**src/rtl/cpd_pkg.sv**
```systemverilog
package cpd_pkg;

    localparam int unsigned CB_BYTES  = 64;
    localparam int unsigned HDR_WORDS = 9;
    localparam logic [7:0]  HCB_MAGIC = 8'h01;
    localparam logic [7:0]  DCB_MAGIC = 8'h02;

    localparam int HF_DIR     = 0;
    localparam int HF_DATA    = 3;
    localparam int HF_IEN     = 4;
    localparam int HF_VALID   = 5;
    localparam int DF_PIO_DMA = 2;
    localparam int DF_LBA48   = 3;

    typedef enum logic [2:0] {
        ST_IDLE, ST_HRD, ST_HCAP, ST_HCHK, ST_PRD, ST_PCAP, ST_EMIT, ST_DONE
    } cpd_state_e;

    typedef struct packed {
        logic [7:0]  hcb_hdr;
        logic [7:0]  hflags;
        logic [31:0] total;
        logic [31:0] count;
        logic [63:0] prd_ptr;
        logic [7:0]  dcb_hdr;
        logic [7:0]  dflags;
        logic [31:0] fis_w0;
    } cpd_hdr_t;

    typedef struct packed {
        logic bad_hcb;
        logic not_valid;
        logic bad_dcb;
        logic bad_ptr;
        logic empty_data;
        logic too_many;
    } cpd_err_t;

    function automatic logic [7:0] lane(input logic [31:0] w, input logic [1:0] b);
        return w[8*b +: 8];
    endfunction

    function automatic logic has_err(input cpd_err_t e);
        return |e;
    endfunction

endpackage

```
**src/rtl/cpd_hdr_check.sv**
```systemverilog
module cpd_hdr_check
    import cpd_pkg::*;
#(
    parameter int AW      = 32,
    parameter int MAX_PRD = 128
) (
    input  cpd_hdr_t        hdr,
    input  logic [AW-1:0]   base,
    output cpd_err_t        err
);
    logic [63:0] ptr_exp;

    always_comb begin
        ptr_exp        = 64'(base) + 64'(CB_BYTES);
        err.bad_hcb    = (hdr.hcb_hdr != HCB_MAGIC);
        err.not_valid  = !hdr.hflags[HF_VALID];
        err.bad_dcb    = (hdr.dcb_hdr != DCB_MAGIC);
        err.bad_ptr    = (hdr.prd_ptr != ptr_exp);
        err.empty_data = (hdr.count == 32'd0) && hdr.hflags[HF_DATA];
        err.too_many   = (hdr.count > 32'(MAX_PRD));
    end
endmodule

```
**src/rtl/cpd_len_acc.sv**
```systemverilog
module cpd_len_acc #(
    parameter int SW = 40
) (
    input  logic        clk,
    input  logic        rst,
    input  logic        clr,
    input  logic        add,
    input  logic [31:0] len,
    input  logic [31:0] total,
    output logic        mism,
    output logic        mism_add
);
    logic [SW-1:0] sum_q;
    logic [SW-1:0] sum_nx;

    always_comb begin
        sum_nx   = sum_q + SW'(len);
        mism     = (sum_q  != SW'(total));
        mism_add = (sum_nx != SW'(total));
    end

    always_ff @(posedge clk) begin
        if (rst || clr) sum_q <= '0;
        else if (add)   sum_q <= sum_nx;
    end

    // a cleared accumulator starts the next packet from zero
    a_r9_clear_zero: assert property (@(posedge clk) disable iff (rst)
        clr |=> (sum_q == '0));
endmodule

```
**src/rtl/cpd_xfer_slot.sv**
```systemverilog
module cpd_xfer_slot (
    input  logic        clk,
    input  logic        rst,
    input  logic        load,
    input  logic [63:0] addr_in,
    input  logic [31:0] len_in,
    input  logic        last_in,
    input  logic        ready,
    output logic        valid,
    output logic [63:0] addr,
    output logic [31:0] len,
    output logic        last
);
    always_ff @(posedge clk) begin
        if (rst) begin
            valid <= 1'b0;
            addr  <= '0;
            len   <= '0;
            last  <= 1'b0;
        end else if (load) begin
            valid <= 1'b1;
            addr  <= addr_in;
            len   <= len_in;
            last  <= last_in;
        end else if (valid && ready) begin
            valid <= 1'b0;
        end
    end

    // an unaccepted request stays put
    a_r8_hold_stable: assert property (@(posedge clk) disable iff (rst)
        (valid && !ready) |=> (valid && $stable(addr) && $stable(len)));
endmodule

```
**src/rtl/cmd_pkt_parser.sv**
```systemverilog
module cmd_pkt_parser
    import cpd_pkg::*;
#(
    parameter int AW      = 32,
    parameter int MAX_PRD = 128
) (
    input  logic          clk,
    input  logic          rst,
    input  logic          run_pkt,
    input  logic [AW-1:0] base_addr,
    output logic          mem_rd,
    output logic [AW-1:0] mem_addr,
    input  logic [31:0]   mem_rdata,
    output logic          xfer_valid,
    input  logic          xfer_ready,
    output logic [63:0]   xfer_addr,
    output logic [31:0]   xfer_len,
    output logic          xfer_last,
    output logic          busy,
    output logic          done,
    output logic          fmt_err,
    output logic          len_err,
    output logic          dir_out,
    output logic          irq_en,
    output logic          lba48,
    output logic          pio_dma,
    output logic [31:0]   fis_word
);
    localparam int PW = $clog2(MAX_PRD + 1);
    localparam int SW = 32 + PW;

    cpd_state_e    state;
    logic [3:0]    hw;
    logic [1:0]    widx;
    logic [PW-1:0] pidx;
    logic [AW-1:0] base_q;
    logic [31:0]   prd_lo, prd_hi;
    logic          fmt_q, len_q;
    cpd_hdr_t      hdr_q;
    cpd_err_t      err;
    logic          mism, mism_add;
    logic          last_entry, fire, slot_load, acc_clr;
    logic [AW-1:0] hdr_addr, prd_addr;

    cpd_hdr_check #(.AW(AW), .MAX_PRD(MAX_PRD)) u_check (
        .hdr (hdr_q),
        .base(base_q),
        .err (err)
    );

    always_comb begin
        last_entry = (32'(pidx) == (hdr_q.count - 32'd1));
        fire       = (state == ST_EMIT) && xfer_valid && xfer_ready;
        slot_load  = (state == ST_PCAP) && (widx == 2'd2);
        acc_clr    = (state == ST_IDLE) && run_pkt;
        hdr_addr   = base_q + AW'({hw, 2'b00});
        prd_addr   = base_q + AW'(CB_BYTES) + AW'({pidx, 4'b0000}) + AW'({widx, 2'b00});
        mem_rd     = (state == ST_HRD) || (state == ST_PRD);
        mem_addr   = (state == ST_HRD) ? hdr_addr : prd_addr;
        busy       = (state != ST_IDLE);
        done       = (state == ST_DONE);
        fmt_err    = fmt_q;
        len_err    = len_q;
        dir_out    = hdr_q.hflags[HF_DIR];
        irq_en     = hdr_q.hflags[HF_IEN];
        lba48      = hdr_q.dflags[DF_LBA48];
        pio_dma    = hdr_q.dflags[DF_PIO_DMA];
        fis_word   = hdr_q.fis_w0;
    end

    cpd_len_acc #(.SW(SW)) u_acc (
        .clk     (clk),
        .rst     (rst),
        .clr     (acc_clr),
        .add     (fire),
        .len     (xfer_len),
        .total   (hdr_q.total),
        .mism    (mism),
        .mism_add(mism_add)
    );

    cpd_xfer_slot u_slot (
        .clk    (clk),
        .rst    (rst),
        .load   (slot_load),
        .addr_in({prd_hi, prd_lo}),
        .len_in (mem_rdata),
        .last_in(last_entry),
        .ready  (xfer_ready),
        .valid  (xfer_valid),
        .addr   (xfer_addr),
        .len    (xfer_len),
        .last   (xfer_last)
    );

    always_ff @(posedge clk) begin
        if (rst) begin
            state  <= ST_IDLE;
            hw     <= '0;
            widx   <= '0;
            pidx   <= '0;
            base_q <= '0;
            prd_lo <= '0;
            prd_hi <= '0;
            fmt_q  <= 1'b0;
            len_q  <= 1'b0;
            hdr_q  <= '0;
        end else begin
            case (state)
                ST_IDLE: if (run_pkt) begin
                    base_q <= base_addr;
                    hw     <= '0;
                    fmt_q  <= 1'b0;
                    len_q  <= 1'b0;
                    state  <= ST_HRD;
                end
                ST_HRD: state <= ST_HCAP;
                ST_HCAP: begin
                    case (hw)
                        4'd0: begin
                            hdr_q.hcb_hdr <= lane(mem_rdata, 2'd0);
                            hdr_q.hflags  <= lane(mem_rdata, 2'd1);
                        end
                        4'd1: hdr_q.total          <= mem_rdata;
                        4'd2: hdr_q.count          <= mem_rdata;
                        4'd4: hdr_q.prd_ptr[31:0]  <= mem_rdata;
                        4'd5: hdr_q.prd_ptr[63:32] <= mem_rdata;
                        4'd6: hdr_q.dcb_hdr        <= lane(mem_rdata, 2'd0);
                        4'd7: hdr_q.dflags         <= lane(mem_rdata, 2'd0);
                        4'd8: hdr_q.fis_w0         <= mem_rdata;
                        default: ;
                    endcase
                    if (hw == 4'(HDR_WORDS - 1)) begin
                        state <= ST_HCHK;
                    end else begin
                        hw    <= hw + 4'd1;
                        state <= ST_HRD;
                    end
                end
                ST_HCHK: begin
                    if (has_err(err)) begin
                        fmt_q <= 1'b1;
                        state <= ST_DONE;
                    end else if (hdr_q.count == 32'd0) begin
                        len_q <= mism;
                        state <= ST_DONE;
                    end else begin
                        pidx  <= '0;
                        widx  <= '0;
                        state <= ST_PRD;
                    end
                end
                ST_PRD: state <= ST_PCAP;
                ST_PCAP: begin
                    case (widx)
                        2'd0: begin prd_lo <= mem_rdata; widx <= 2'd1; state <= ST_PRD; end
                        2'd1: begin prd_hi <= mem_rdata; widx <= 2'd2; state <= ST_PRD; end
                        default: state <= ST_EMIT;
                    endcase
                end
                ST_EMIT: if (fire) begin
                    if (last_entry) begin
                        len_q <= mism_add;
                        state <= ST_DONE;
                    end else begin
                        pidx  <= pidx + PW'(1);
                        widx  <= '0;
                        state <= ST_PRD;
                    end
                end
                ST_DONE: state <= ST_IDLE;
                default: state <= ST_IDLE;
            endcase
        end
    end

    // completion is a single-cycle pulse that returns the block to idle
    a_r10_done_pulse: assert property (@(posedge clk) disable iff (rst)
        done |=> (!done && !busy));
    // a strobe during a run does not end or restart it
    a_r10_ignore_start: assert property (@(posedge clk) disable iff (rst)
        (busy && !done && run_pkt) |=> busy);
    // a malformed packet never produces a request
    a_r3_no_xfer_on_fmt: assert property (@(posedge clk) disable iff (rst)
        fmt_err |-> !xfer_valid);
    // an idle block is quiet on both interfaces
    a_r1_idle_quiet: assert property (@(posedge clk) disable iff (rst)
        !busy |-> (!mem_rd && !xfer_valid));
endmodule

```
**config.mk**
```make
export PLATFORM = sky130hd
export DESIGN_NAME = cmd_pkt_parser
export DESIGN_NICKNAME = d
export VERILOG_FILES = /design/src/rtl/cpd_pkg.sv /design/src/rtl/cpd_hdr_check.sv /design/src/rtl/cpd_len_acc.sv /design/src/rtl/cpd_xfer_slot.sv /design/src/rtl/cmd_pkt_parser.sv
export SDC_FILE = /design/constraint.sdc
export NUM_CORES = 1
export LEC_CHECK = 0
export CAP_MARGIN = 20
export CORE_MARGIN = 4
export CORE_UTILIZATION = 40
export DETAILED_ROUTE_END_ITERATION = 8
export PLACE_DENSITY = 0.62
export SETUP_SLACK_MARGIN = 0.3
export SYNTH_ARGS = -nofsm -noshare
export SYNTH_HDL_FRONTEND = slang
export SYNTH_SLANG_ARGS = --single-unit
```
**constraint.sdc**
```tcl
create_clock -name clk -period 3.95 [get_ports clk]
set_clock_uncertainty 0.2 [all_clocks]
set_input_delay 1.185 -clock clk [delete_from_list [all_inputs] [get_ports clk]]
set_output_delay 1.185 -clock clk [all_outputs]
set_load 0.005 [all_outputs]
```
==> results of run 1 <==
[per-layer routing]
metal	vias to the layer above	routed length, um
li1	10991	-
met1	11281	38100
met2	798	42700
met3	148	5920
met4	0	2690
met5	-	0
[synthesized netlist by cell type (22+ instances only)]
library cell,number,share of area
nand2_1,891,0.15
dfxtp_1,435,0.38
nor2_1,145,0.024
nand2b_1,22,0.0060
a21o_1,23,0.0076
nand3_1,67,0.015
a21oi_1,487,0.11
o21ai_0,52,0.011
inv_1,37,0.0061
clkbuf_1,194,0.032
nor4_1,33,0.0090
xor2_1,81,0.031
nand4_1,45,0.012
xnor2_1,80,0.031
ha_1,64,0.035
buf_4,55,0.018
nor3_1,24,0.0053
[repair_timing]
item | CTS | global route
setup buffers | 20 | 9
cloned | 0 | 1
gates resized for setup | 195 | 64
endpoints found under the setup margin | 42 | 45
pin swaps | 55 | 32
endpoints found under the hold margin | 0 | 0
[worst register-to-register path, delay by kind of cell (launching register included)]
family	cells	cell delay (ns)
buf+inv	2	0.24
compound gates	5	1.55
fa+ha+maj	2	0.54
flops	1	0.35
simple gates	5	0.73
[where the power goes]
group | internal [uW] | switching (uW) | leakage [uW]
logic | 317 | 510 | 0.00656
clock network | 2650 | 1990 | 0.000782
registers | 4430 | 47.8 | 0.00351
[state kept, by name, indices dropped and copies added (netlist names), 2 cells and up]
register     cells
state            3
prd_lo          32
u_slot.len      32
fis_word        32
widx             2
prd_hi          32
hw               4
pidx             8
base_q          32
u_acc.sum_q     40
hdr_q          146
u_slot.addr     64
[final cells by class]
type,instances,area share
Clock buffer,68,0.0471
Clock inverter,22,0.00835
Inverter,38,0.00497
Multi-Input combinational cell,2323,0.455
Sequential cell,435,0.299
Tap cell,756,0.0324
Timing Repair Buffer,512,0.153
[worst max path at each step]
| stage | from | end | slack (ns) | cells past startpoint |
|---|---|---|---|---|
| floorplan | base_q[3] | mem_addr[19] | -0.01 | 13 |
| global placement | base_q[3] | mem_addr[19] | -0.55 | 15 |
| detailed placement | base_q[3] | mem_addr[29] | -0.58 | 15 |
| CTS | pidx[0] | mem_addr[26] | -0.96 | 17 |
| global route | pidx[0] | mem_addr[26] | -1.10 | 17 |
| finish | widx[1] | mem_addr[23] | -0.93 | 16 |
[per-stage QoR]
step	setup slack [ns]	hold WS (ns)	util	setup TNS (ns)
6_report	-0.935	0.249	0.517	-18.58
3_5_place_dp	-0.582	0.244	0.476	-11.00
4_1_cts	-0.964	0.252	0.511	-19.04
2_1_floorplan	-0.0119	0.232	-	-0.0403
3_3_place_gp	-0.551	0.237	0.476	-10.17
5_1_grt	-1.10	0.268	0.517	-22.23
[cell families (layout without fill, tap and decap cells)]
group,count (synthesis),in the layout,synth area share
simple gates,1354,1354,0.262
compound gates,731,731,0.187
flops,435,435,0.381
buf+inv,311,640,0.0658
xor+xnor,162,162,0.0627
fa+ha+maj,67,67,0.0377
mux,9,9,0.00394
==> impl_metrics.env, run 1 <==
export IMPL_vias_per_cell=5.59
export IMPL_met3_usage=0.0445
export IMPL_place_detailed_hpwl_um=64100
export IMPL_holdBufCountCts=0
export IMPL_startpoint_type="register"
export IMPL_final_cell_mix="nand2_1 (891), a21oi_1 (474), dfxtp_1 (425)"
export IMPL_cp_required_ns=2.56
export IMPL_dp_cells=4034
export IMPL_grt_overflow=0
export IMPL_synth_seq_cells=435
export IMPL_crit_chain="ha_4 -> ha_4 -> fa_2 -> a21o_1 -> a21oi_2 -> o21bai_1 -> a21oi_2 -> o21bai_1 -> a21oi_2 -> nor2b_2 -> o21ai_4 -> buf_12 -> buf_8 -> nor3_2 -> xnor2_1 -> buf_2"
export IMPL_cts_made_buffers=49
export IMPL_cts_root_buf="clkbuf_16"
export IMPL_cp_end_kind="output port"
export IMPL_r2r_end="len_err"
export IMPL_drcViolationCount=0
export IMPL_path_max_fanout=6
export IMPL_worstHoldStart="u_slot.last"
export IMPL_final_cell_count_no_fill=4154
export IMPL_drt_total_wl_um=89400
export IMPL_setup_viol=25
export IMPL_synth_distinct_cells=98
export IMPL_ys_warn_count=0
export IMPL_final_nets=3494
export IMPL_critPathBufInv=3
export IMPL_power_total_uw=9940
export IMPL_layout_drive_gt1_share=0.157
export IMPL_clock_latency_ns=0.61
export IMPL_grt_pass1_vias=22383
export IMPL_design_area_um2=29200
export IMPL_path_common_cell="a21oi_2"
export IMPL_fill_cells=5353
export IMPL_critical_path_slowest_cell="fa_2"
export IMPL_max_slew_margin_rel=0.280
export IMPL_num_vias=23218
export IMPL_met1_usage=0.371
export IMPL_min_to="u_slot.last"
export IMPL_pin_count=239
export IMPL_core_area_um2=56500
export IMPL_diodes=0
export IMPL_async_reset_ff_frac=0
export IMPL_ys_flop_type="dfxtp_1"
export IMPL_path_class="register to output port"
export IMPL_hp_class="register to register"
export IMPL_grt_met2_usage=0.479
export IMPL_violations="negative setup slack"
export IMPL_clock_sinks=435
export IMPL_status="complete, but fails checks"
export IMPL_max_cap_viol_count=0
export IMPL_clk_path_buf_depth=3
export IMPL_r2r_start="u_acc.sum_q[0]"
export IMPL_grt_max_degree=120
export IMPL_avgSynthCellArea_um2=7.44
export IMPL_dieWidth_um=247
export IMPL_rows=87
export IMPL_yosysSeqAreaShare=0.381
export IMPL_busiest_layer="met2"
export IMPL_seqCellArea_um2=8730
export IMPL_arrival_ns=3.50
export IMPL_gp_congestion=0.965
export IMPL_clk_pin_slew_worst_paths_ns=0.06
export IMPL_port_buffers=238
export IMPL_cts_tree="yes"
export IMPL_antenna_found_initial=3
export IMPL_fin_crit_sh=1.24
export IMPL_drv_slew=0
export IMPL_reg2reg_slack_ns=0.23
export IMPL_grt_setup_unrepaired="yes"
export IMPL_start_util=0.404
export IMPL_max_slew_worst_pin_slew_ns=1.08
export IMPL_p_per_area_nw_per_um2=340
export IMPL_die_height_um=247
export IMPL_ant_nets=0
export IMPL_htree_levels=2
export IMPL_slowest_delay_ns=0.40
export IMPL_synth_edff_count=0
export IMPL_dr_first_iter_drc_count=2019
export IMPL_cp_top_family="compound AO/OA/AOI/OAI gates"
export IMPL_drtPass1Iterations=8
export IMPL_hold_viol_final=0
export IMPL_min_path_cells=2
export IMPL_reg2regPathDepth=14
export IMPL_fmax_ghz=0.205
export IMPL_placed_area_um2=26900
export IMPL_fin_crit_ns=4.88
export IMPL_area_growth_syn_to_layout_pct=27.9
export IMPL_synth_fp_nets=3204
export IMPL_grt_use_total=0.283
export IMPL_syn_inst=3069
export IMPL_grt_pass1_wl_um=134000
export IMPL_dieArea_um2=61000
export IMPL_ir_drop_mv=0.313
export IMPL_leakagePower_uw=0.0109
export IMPL_fin_ws_ns=-0.935
export IMPL_wire_per_inst_um=21.5
export IMPL_layout_commonest_cell="nand2_1"
export IMPL_multiInputGateArea_um2=13300
export IMPL_syn_area_um2=22800
Power figures use the tool's default switching activity.
==> run 2: changes to the inputs <==
--- a/config.mk
+++ b/config.mk
@@ -9,7 +9,7 @@
 export CORE_MARGIN = 4
 export CORE_UTILIZATION = 40
 export DETAILED_ROUTE_END_ITERATION = 8
-export PLACE_DENSITY = 0.62
+export PLACE_DENSITY = 0.61
 export SETUP_SLACK_MARGIN = 0.3
 export SYNTH_ARGS = -nofsm -noshare
 export SYNTH_HDL_FRONTEND = slang
==> run 2 against run 1 <==
  * Global-route usage increased by 0.18 points
  * Critical path type unchanged
  * Non-clock buffer count up 31
  * Setup slack better by 0.080 ns
  * The run still ends with negative setup slack left
  * Highest routed layer unchanged
==> impl_metrics.env, run 2 (synthesized netlist as in run 1, its figures left out) <==
export IMPL_crit_path_start="widx[1]"
export IMPL_r2r_end="len_err"
export IMPL_reg_largest_list="hdr_q x146, u_slot.addr x64, u_acc.sum_q x40"
export IMPL_drcViolationCount=0
export IMPL_grt_max_degree=109
export IMPL_p_per_area_nw_per_um2=345
export IMPL_layout_commonest_cell="nand2_1"
export IMPL_rows=87
export IMPL_hp_class="register to register"
export IMPL_min_to="u_slot.addr[38]"
export IMPL_fin_crit_sh=1.22
export IMPL_status="complete, but fails checks"
export IMPL_cp_end_kind="output port"
export IMPL_arrival_ns=3.42
export IMPL_drt_total_wl_um=90600
export IMPL_min_path_cells=2
export IMPL_max_cap_viol_count=0
export IMPL_startpoint_type="register"
export IMPL_antenna_found_initial=1
export IMPL_die_height_um=247
export IMPL_grt_overflow=0
export IMPL_final_cell_mix="nand2_1 (889), a21oi_1 (473), dfxtp_1 (421)"
export IMPL_ir_drop_mv=0.318
export IMPL_drtPass1Iterations=5
export IMPL_worstHoldStart="prd_hi[6]"
export IMPL_grt_pass1_wl_um=133000
export IMPL_fmax_ghz=0.208
export IMPL_fin_tns_setup_ns=-15.15
export IMPL_grt_setup_unrepaired="yes"
export IMPL_setup_viol=24
export IMPL_r2r_start="base_q[6]"
export IMPL_cp_required_ns=2.56
export IMPL_violations="negative setup slack"
export IMPL_reg2reg_slack_ns=0.26
export IMPL_dieArea_um2=61000
export IMPL_cts_made_buffers=48
export IMPL_reg2regPathDepth=14
export IMPL_start_util=0.404
export IMPL_dieWidth_um=247
export IMPL_clk_pin_slew_worst_paths_ns=0.06
export IMPL_area_growth_syn_to_layout_pct=29.1
export IMPL_place_detailed_hpwl_um=65000
export IMPL_layout_drive_gt1_share=0.161
export IMPL_clk_path_buf_depth=3
export IMPL_cts_root_buf="clkbuf_16"
export IMPL_fin_crit_ns=4.80
export IMPL_cts_tree="yes"
export IMPL_clock_sinks=435
export IMPL_path_class="register to output port"
export IMPL_pin_count=239
export IMPL_largest_reg_flops=146
export IMPL_ant_nets=0
export IMPL_vias_per_cell=5.55
export IMPL_grt_pass1_vias=22095
export IMPL_max_slew_margin_rel=0.306
export IMPL_grt_use_total=0.285
export IMPL_path_max_fanout=6
export IMPL_num_vias=23225
export IMPL_clock_latency_ns=0.61
export IMPL_leakagePower_uw=0.0111
export IMPL_hold_viol_final=0
export IMPL_dr_first_iter_drc_count=2140
export IMPL_largest_register="hdr_q"
export IMPL_max_slew_worst_pin_slew_ns=1.04
export IMPL_drv_slew=0
export IMPL_core_area_um2=56500
export IMPL_final_nets=3524
export IMPL_final_util=0.522
export IMPL_wire_per_inst_um=21.7
export IMPL_port_buffers=238
export IMPL_htree_levels=2
export IMPL_fin_ws_ns=-0.855
export IMPL_gp_congestion=0.968
==> run 2: changes by cell type in the layout (fill, tap and decap cells not counted), sizes merged <==
cell / change
diode: +1
bufinv: +4
clkbuf: -1
buf: +31
clkinvlp: -5
clkinv: -2
==> run 2: how the worst max path moves through the flow <==
stage | to | slack, ns | cells after the start
6_report | mem_addr[21] | -0.85 | 16
4_1_cts | mem_addr[29] | -0.88 | 16
3_3_place_gp | mem_addr[19] | -0.57 | 15
5_1_grt | mem_addr[21] | -1.03 | 16
3_5_place_dp | mem_addr[21] | -0.64 | 15
2_1_floorplan | mem_addr[19] | -0.01 | 13
==> run 2: layer usage <==
layer | vias to the layer above | global-route usage | part of all wire
met2 | 826 | 0.468 | 0.46
met5 | - | 0 | 0
li1 | 11038 | - | -
met4 | 0 | 0.107 | 0.042
met3 | 178 | 0.0514 | 0.070
met1 | 11183 | 0.373 | 0.42
==> run 2: layout make-up <==
cell class	instances	area (um2)
fillers	5384	27000
multi-input cells	2323	13200
diodes	1	2.50
clock buffers	67	1380
well taps	756	946
repair buffers	543	4750
inverters	38	143
flip-flops and latches	435	8740
clock inverters	19	332
==> run 2: repair_timing <==
action	in CTS	in global routing
gates cloned	0	0
setup buffers	15	7
setup endpoints to repair	36	48
pin swaps	59	32
hold buffers	0	0
gates resized for setup	194	41
==> run 2: where the power goes <==
group	internal, uW	switching (uW)	total (uW)
sequential	4420	39.5	4460
combinational	322	512	834
clock	2920	1960	4880
total	7670	2510	10200
==> run 2: critical path: stages (launching register included) <==
cell and delay [ns]:
dfxtp_2 0.33, ha_4 0.24, ha_4 0.16, fa_2 0.33
a21o_1 0.18, a21oi_2 0.17, o21bai_1 0.11, a21oi_2 0.18
o21bai_1 0.10, a21oi_2 0.17, nor2b_2 0.07, o21ai_4 0.14
buf_12 0.13, buf_12 0.12, nor3_4 0.04, xor2_1 0.17
buf_2 0.15
==> run 2: stage by stage <==
step | setup WS, ns | area, um2 | hold WS (ns) | instances | power, uW
floorplan | -0.0119 | 23000 | 0.232 | 3069 | 4970
global placement | -0.571 | 27200 | 0.238 | 4071 | 5360
detailed placement | -0.636 | 27200 | 0.243 | 4071 | 5370
CTS | -0.876 | 29200 | 0.252 | 4172 | 10200
global route | -1.03 | 29500 | 0.269 | 4181 | 10500
finish | -0.855 | 29500 | 0.250 | 4182 | 10200
